[config.mk]
export PLATFORM = sky130hd
export DESIGN_NAME = dm_fifo
export DESIGN_NICKNAME = d
export VERILOG_FILES = /design/src/rtl/dmf_pkg.sv /design/src/rtl/dmf_ctrl.sv /design/src/rtl/dmf_datapath.sv /design/src/rtl/dm_fifo.sv
export SDC_FILE = /design/constraint.sdc
export NUM_CORES = 1
export LEC_CHECK = 0
export BUFFER_PORTS_ARGS = -buffer_cell sky130_fd_sc_hd__buf_4
export CAP_MARGIN = 30
export CELL_PAD_IN_SITES_DETAIL_PLACEMENT = 1
export CELL_PAD_IN_SITES_GLOBAL_PLACEMENT = 2
export CORE_UTILIZATION = 30
export DETAILED_ROUTE_END_ITERATION = 8
export PLACE_DENSITY_LB_ADDON = 0.1
export SYNTH_ARGS = -nofsm -noshare
export SYNTH_HDL_FRONTEND = slang
export SYNTH_SLANG_ARGS = --single-unit
[constraint.sdc]
create_clock -name clk -period 2.5 [get_ports clk]
set_clock_uncertainty 0.2 [all_clocks]
set_input_delay 0.125 -clock clk [delete_from_list [all_inputs] [get_ports clk]]
set_output_delay 0.125 -clock clk [all_outputs]
set_load 0.1 [all_outputs]
[src/rtl/dmf_pkg.sv]
package dmf_pkg;
  // strobes from control to datapath
  typedef struct packed {
    logic memWrite;  // store wrData at wrAddr
    logic outLoad;   // copy word at rdAddr into the read register
  } dmfStrobes_t;
endpackage

[src/rtl/dmf_ctrl.sv]
module dmf_ctrl
  import dmf_pkg::*;
#(
  parameter int DEPTH        = 8,
  parameter bit FALL_THROUGH = 1'b0,
  localparam int AW          = $clog2(DEPTH)
) (
  input  logic          clk,
  input  logic          rstN,
  input  logic          wrEn,
  input  logic          rdEn,
  output dmfStrobes_t   strobes,
  output logic [AW-1:0] wrAddr,
  output logic [AW-1:0] rdAddr,
  output logic          full,
  output logic          empty,
  output logic          rdValid,
  output logic          overflow,
  output logic          underflow
);
  localparam int PW = AW + 1;

  logic [PW-1:0] wrPtr, rdPtr;
  logic          memEmpty, memFull;
  logic          validQ, validNext;
  logic          outLoad, emptyFlag;
  logic          ovfQ, unfQ;

  assign memEmpty = (wrPtr == rdPtr);
  assign memFull  = (wrPtr[AW] != rdPtr[AW]) && (wrPtr[AW-1:0] == rdPtr[AW-1:0]);

  generate
    if (FALL_THROUGH) begin : g_push
      // head moves forward whenever the output stage is free or acknowledged
      assign outLoad   = !memEmpty && (!validQ || rdEn);
      assign validNext = outLoad || (validQ && !rdEn);
      assign emptyFlag = !validQ;
    end else begin : g_pull
      assign outLoad   = rdEn && !memEmpty;
      assign validNext = outLoad;
      assign emptyFlag = memEmpty;
    end
  endgenerate

  assign strobes.memWrite = wrEn && !memFull;
  assign strobes.outLoad  = outLoad;
  assign wrAddr = wrPtr[AW-1:0];
  assign rdAddr = rdPtr[AW-1:0];

  always_ff @(posedge clk or negedge rstN) begin
    if (!rstN) begin
      wrPtr  <= '0;
      rdPtr  <= '0;
      validQ <= 1'b0;
      ovfQ   <= 1'b0;
      unfQ   <= 1'b0;
    end else begin
      if (strobes.memWrite) wrPtr <= wrPtr + 1'b1;
      if (outLoad)          rdPtr <= rdPtr + 1'b1;
      validQ <= validNext;
      if (wrEn && memFull)   ovfQ <= 1'b1;
      if (rdEn && emptyFlag) unfQ <= 1'b1;
    end
  end

  assign full      = memFull;
  assign empty     = emptyFlag;
  assign rdValid   = validQ;
  assign overflow  = ovfQ;
  assign underflow = unfQ;
endmodule

[src/rtl/dmf_datapath.sv]
module dmf_datapath
  import dmf_pkg::*;
#(
  parameter int DATA_W = 8,
  parameter int DEPTH  = 8,
  localparam int AW    = $clog2(DEPTH)
) (
  input  logic              clk,
  input  logic              rstN,
  input  dmfStrobes_t       strobes,
  input  logic [AW-1:0]     wrAddr,
  input  logic [AW-1:0]     rdAddr,
  input  logic [DATA_W-1:0] wrData,
  output logic [DATA_W-1:0] rdData
);
  logic [DATA_W-1:0] store [DEPTH];
  logic [DATA_W-1:0] rdDataQ;

  always_ff @(posedge clk) begin
    if (strobes.memWrite) store[wrAddr] <= wrData;
  end

  always_ff @(posedge clk or negedge rstN) begin
    if (!rstN)                rdDataQ <= '0;
    else if (strobes.outLoad) rdDataQ <= store[rdAddr];
  end

  assign rdData = rdDataQ;
endmodule

[src/rtl/dm_fifo.sv]
module dm_fifo
  import dmf_pkg::*;
#(
  parameter int DATA_W       = 8,
  parameter int DEPTH        = 8,
  parameter bit FALL_THROUGH = 1'b0
) (
  input  logic              clk,
  input  logic              rstN,
  input  logic              wrEn,
  input  logic [DATA_W-1:0] wrData,
  output logic              full,
  input  logic              rdEn,
  output logic [DATA_W-1:0] rdData,
  output logic              rdValid,
  output logic              empty,
  output logic              overflow,
  output logic              underflow
);
  localparam int AW = $clog2(DEPTH);

  dmfStrobes_t   strobes;
  logic [AW-1:0] wrAddr, rdAddr;

  dmf_ctrl #(.DEPTH(DEPTH), .FALL_THROUGH(FALL_THROUGH)) u_ctrl (
    .clk(clk), .rstN(rstN), .wrEn(wrEn), .rdEn(rdEn), .strobes(strobes),
    .wrAddr(wrAddr), .rdAddr(rdAddr), .full(full), .empty(empty),
    .rdValid(rdValid), .overflow(overflow), .underflow(underflow)
  );

  dmf_datapath #(.DATA_W(DATA_W), .DEPTH(DEPTH)) u_dp (
    .clk(clk), .rstN(rstN), .strobes(strobes), .wrAddr(wrAddr),
    .rdAddr(rdAddr), .wrData(wrData), .rdData(rdData)
  );
endmodule

==> flow_summary.json <==
{
  "run_status": "completed",
  "power_density_nw_per_um2": 1320,
  "cp_data_required_time_ns": 2.35,
  "cellLeakagePower_nw": 1.46,
  "syn2layout_area_growth_pct": 22.9,
  "cp_data_arrival_time_ns": 2.08,
  "timing.final.setup_violations": 0,
  "finalSetupTns_ns": 0,
  "finalHoldViolCount": 0,
  "num_clock_sinks": 83,
  "multi_input_gate_area_um2": 831,
  "number_of_hold_buffers_added_after_cts": 12,
  "final_cells": 366,
  "final-seq-area_um2": 2400,
  "timing.critical_path.to_type": "flop",
  "dp_worst_setup_slack_ns": 0.277,
  "design.portCount": 25,
  "drt_first_pass_iters": 4,
  "drt_first_iter_violations": 63,
  "synth.distinct_cells": 25,
  "finalWorstPathRequiredPeriod_ns": 2.23,
  "synthesis.nets": 188,
  "routed_wirelength_um": 6410,
  "first_pass_grt_wire_length_um": 10200,
  "cts.root.buffer_cell": "sky130_fd_sc_hd__clkbuf_8",
  "synth_async_sr_flop_share": 0.229,
  "timing_worst_slew_pin_value_ns": 0.873,
  "drt_drc_violations_left": 0,
  "design_area_um2": 4030,
  "num_vias": 1680,
  "gp_congestion": 0.700,
  "antenna_left": 0,
  "synth_seq_area_share": 0.730,
  "dieArea_um2": 11400,
  "fp-row-count": 37,
  "drive_gt1_frac": 0.322,
  "report.power.total_mw": 5.34,
  "clk_path_buf_depth": 2,
  "yosys_warnings": 0,
  "die-width_um": 107,
  "ir_worst_vdd_uv": 669,
  "clk_pin_slew_worst_paths_ns": 0.08,
  "dp_hpwl_um": 4300,
  "htreeDepth": 3,
  "buffer_ports.inserted": 24,
  "grt_pass1_vias": 1875,
  "yosys.cell_count.top_type": "sky130_fd_sc_hd__edfxtp_1",
  "synth_area_leaders": "sky130_fd_sc_hd__edfxtp_1, sky130_fd_sc_hd__dfrtp_1, sky130_fd_sc_hd__mux4_2",
  "cap_viol_max_count": 0,
  "start_kind": "flop",
  "number_of_antenna_violations_at_the_first_check_in_global_routing": 0,
  "post_synth.cell_area_avg_um2": 18.9,
  "initial_utilization": 0.314,
  "hp-class": "reg -> reg",
  "fin_util": 0.386,
  "cts-buffers-inserted": 9,
  "synth.largest_area_cell": "sky130_fd_sc_hd__edfxtp_1",
  "insertion_delay_ns": 0.34,
  "chipHeight_um": 107,
  "core_area_um2": 10500,
  "diodes": 0,
  "timing.slew.headroom": 0.416,
  "critical_path_peak_fanout": 8,
  "total_setup_buffers_inserted_after_cts": 0,
  "grt_max_degree": 20,
  "num-fill-cells": 1063,
  "setup_repair_after_global_routing_missed_its_margin": "no",
  "synth_flop_cell": "sky130_fd_sc_hd__edfxtp_1",
  "final.period_utilization": 0.892,
  "yosysTopAreaCellShare": 0.585,
  "fmax_ghz": 0.448,
  "tritoncts": "yes",
  "synth_enable_flop_cells": 64,
  "number_of_nets_at_the_end_of_the_flow": 239,
  "grt_remaining_overflow": 0,
  "timing_worst_setup_path_type": "reg -> reg",
  "drv_slew": 0,
  "postSynthRegisterBits": 83,
  "synth_common_cells": "sky130_fd_sc_hd__edfxtp_1, sky130_fd_sc_hd__dfrtp_1, sky130_fd_sc_hd__mux4_2",
  "cts_repair_resize_count": 0,
  "syn_inst": 174,
  "grtUsageTotal": 0.128,
  "placement.cell_area_um2": 3700,
  "placedCellCount": 338,
  "synth_area_um2": 3280,
  "worst_hold_slack_ns": 0.261,
  "ratio_of_routed_vias_to_standard_cells": 4.59,
  "post-route-worst-setup-slack_ns": 0.269,
  "dr_wl_cell_um": 17.5
}
[where the power goes]
part / switching [mW] / total [mW] / internal (mW)
logic: 1.55 / 2.30 / 0.755
clock network: 0.476 / 1.04 / 0.566
registers: 0.173 / 1.99 / 1.82
total: 2.20 / 5.34 / 3.14
[metal layers]
metal / part of all wire / up-vias / GRT usage
li1: - / 767 / -
met5: 0 / - / 0
met1: 0.46 / 869 / 0.160
met4: 0.014 / 0 / 0.0616
met2: 0.49 / 34 / 0.209
met3: 0.034 / 10 / 0.0280
[kinds of logic (layout without fill, tap and decap cells)]
family,Yosys count,after routing,synth area share
fa+ha+maj,2,2,0.00762
flops,83,83,0.730
mux,26,26,0.141
simple gates,28,28,0.0396
xor+xnor,11,11,0.0316
compound gates,12,12,0.0301
buf+inv,12,68,0.0198
[sequential cells by signal, summed over array words and instances, names as in the netlist]
signal / flops
u_ctrl.overflow: 1
u_ctrl.rdPtr: 4
u_ctrl.rdValid: 1
u_ctrl.underflow: 1
u_ctrl.wrPtr: 4
u_dp.rdData: 8
u_dp.store: 64
[layout by cell type, fill, tap and decap left out, types with 6 or more instances in the layout]
master and instances:
sky130_fd_sc_hd__o21ai_0 8, sky130_fd_sc_hd__dfrtp_1 19, sky130_fd_sc_hd__dlygate4sd3_1 12, sky130_fd_sc_hd__clkbuf_8 9, sky130_fd_sc_hd__mux2i_1 8, sky130_fd_sc_hd__buf_4 35
sky130_fd_sc_hd__edfxtp_1 64, sky130_fd_sc_hd__mux4_2 16, sky130_fd_sc_hd__xor2_1 6, sky130_fd_sc_hd__nand2_1 9, sky130_fd_sc_hd__nor2_1 8
[critical path, cell delays in order (launching register included)]
cell	delay, ns
sky130_fd_sc_hd__dfrtp_1	0.51
sky130_fd_sc_hd__xor2_1	0.37
sky130_fd_sc_hd__o41ai_4	0.18
sky130_fd_sc_hd__or2_1	0.27
sky130_fd_sc_hd__nor3_1	0.18
sky130_fd_sc_hd__buf_4	0.22
[final timing paths]
path | start | end | slack, ns | depth (start not counted)
setup / recovery | u_ctrl.wrPtr[0]$_DFFE_PN0P_ | u_dp.store[4][1]$_DFFE_PP_ | 0.27 | 5
hold / removal | u_ctrl.underflow$_DFFE_PN0P_ | u_ctrl.underflow$_DFFE_PN0P_ | 0.26 | 1
setup reg to reg | u_ctrl.wrPtr[0]$_DFFE_PN0P_ | u_dp.store[4][1]$_DFFE_PP_ | 0.27 | 5
hold reg to reg | u_ctrl.underflow$_DFFE_PN0P_ | u_ctrl.underflow$_DFFE_PN0P_ | 0.26 | 1
max in group asynchronous | rstN | u_dp.rdData[5]$_DFFE_PN0P_ | 0.78 | 3
min in group asynchronous | rstN | u_ctrl.overflow$_DFFE_PN0P_ | 0.78 | 3
[cell type report]
| cell class | count | area share |
|---|---|---|
| multi-input combinational | 79 | 0.206 |
| clock inverter | 6 | 0.0223 |
| tap | 136 | 0.0422 |
| sequential | 83 | 0.594 |
| inverter | 4 | 0.00372 |
| timing repair buffer | 48 | 0.0999 |
| clock buffer | 10 | 0.0316 |
Note: power is estimated with default switching activity, not from simulation.
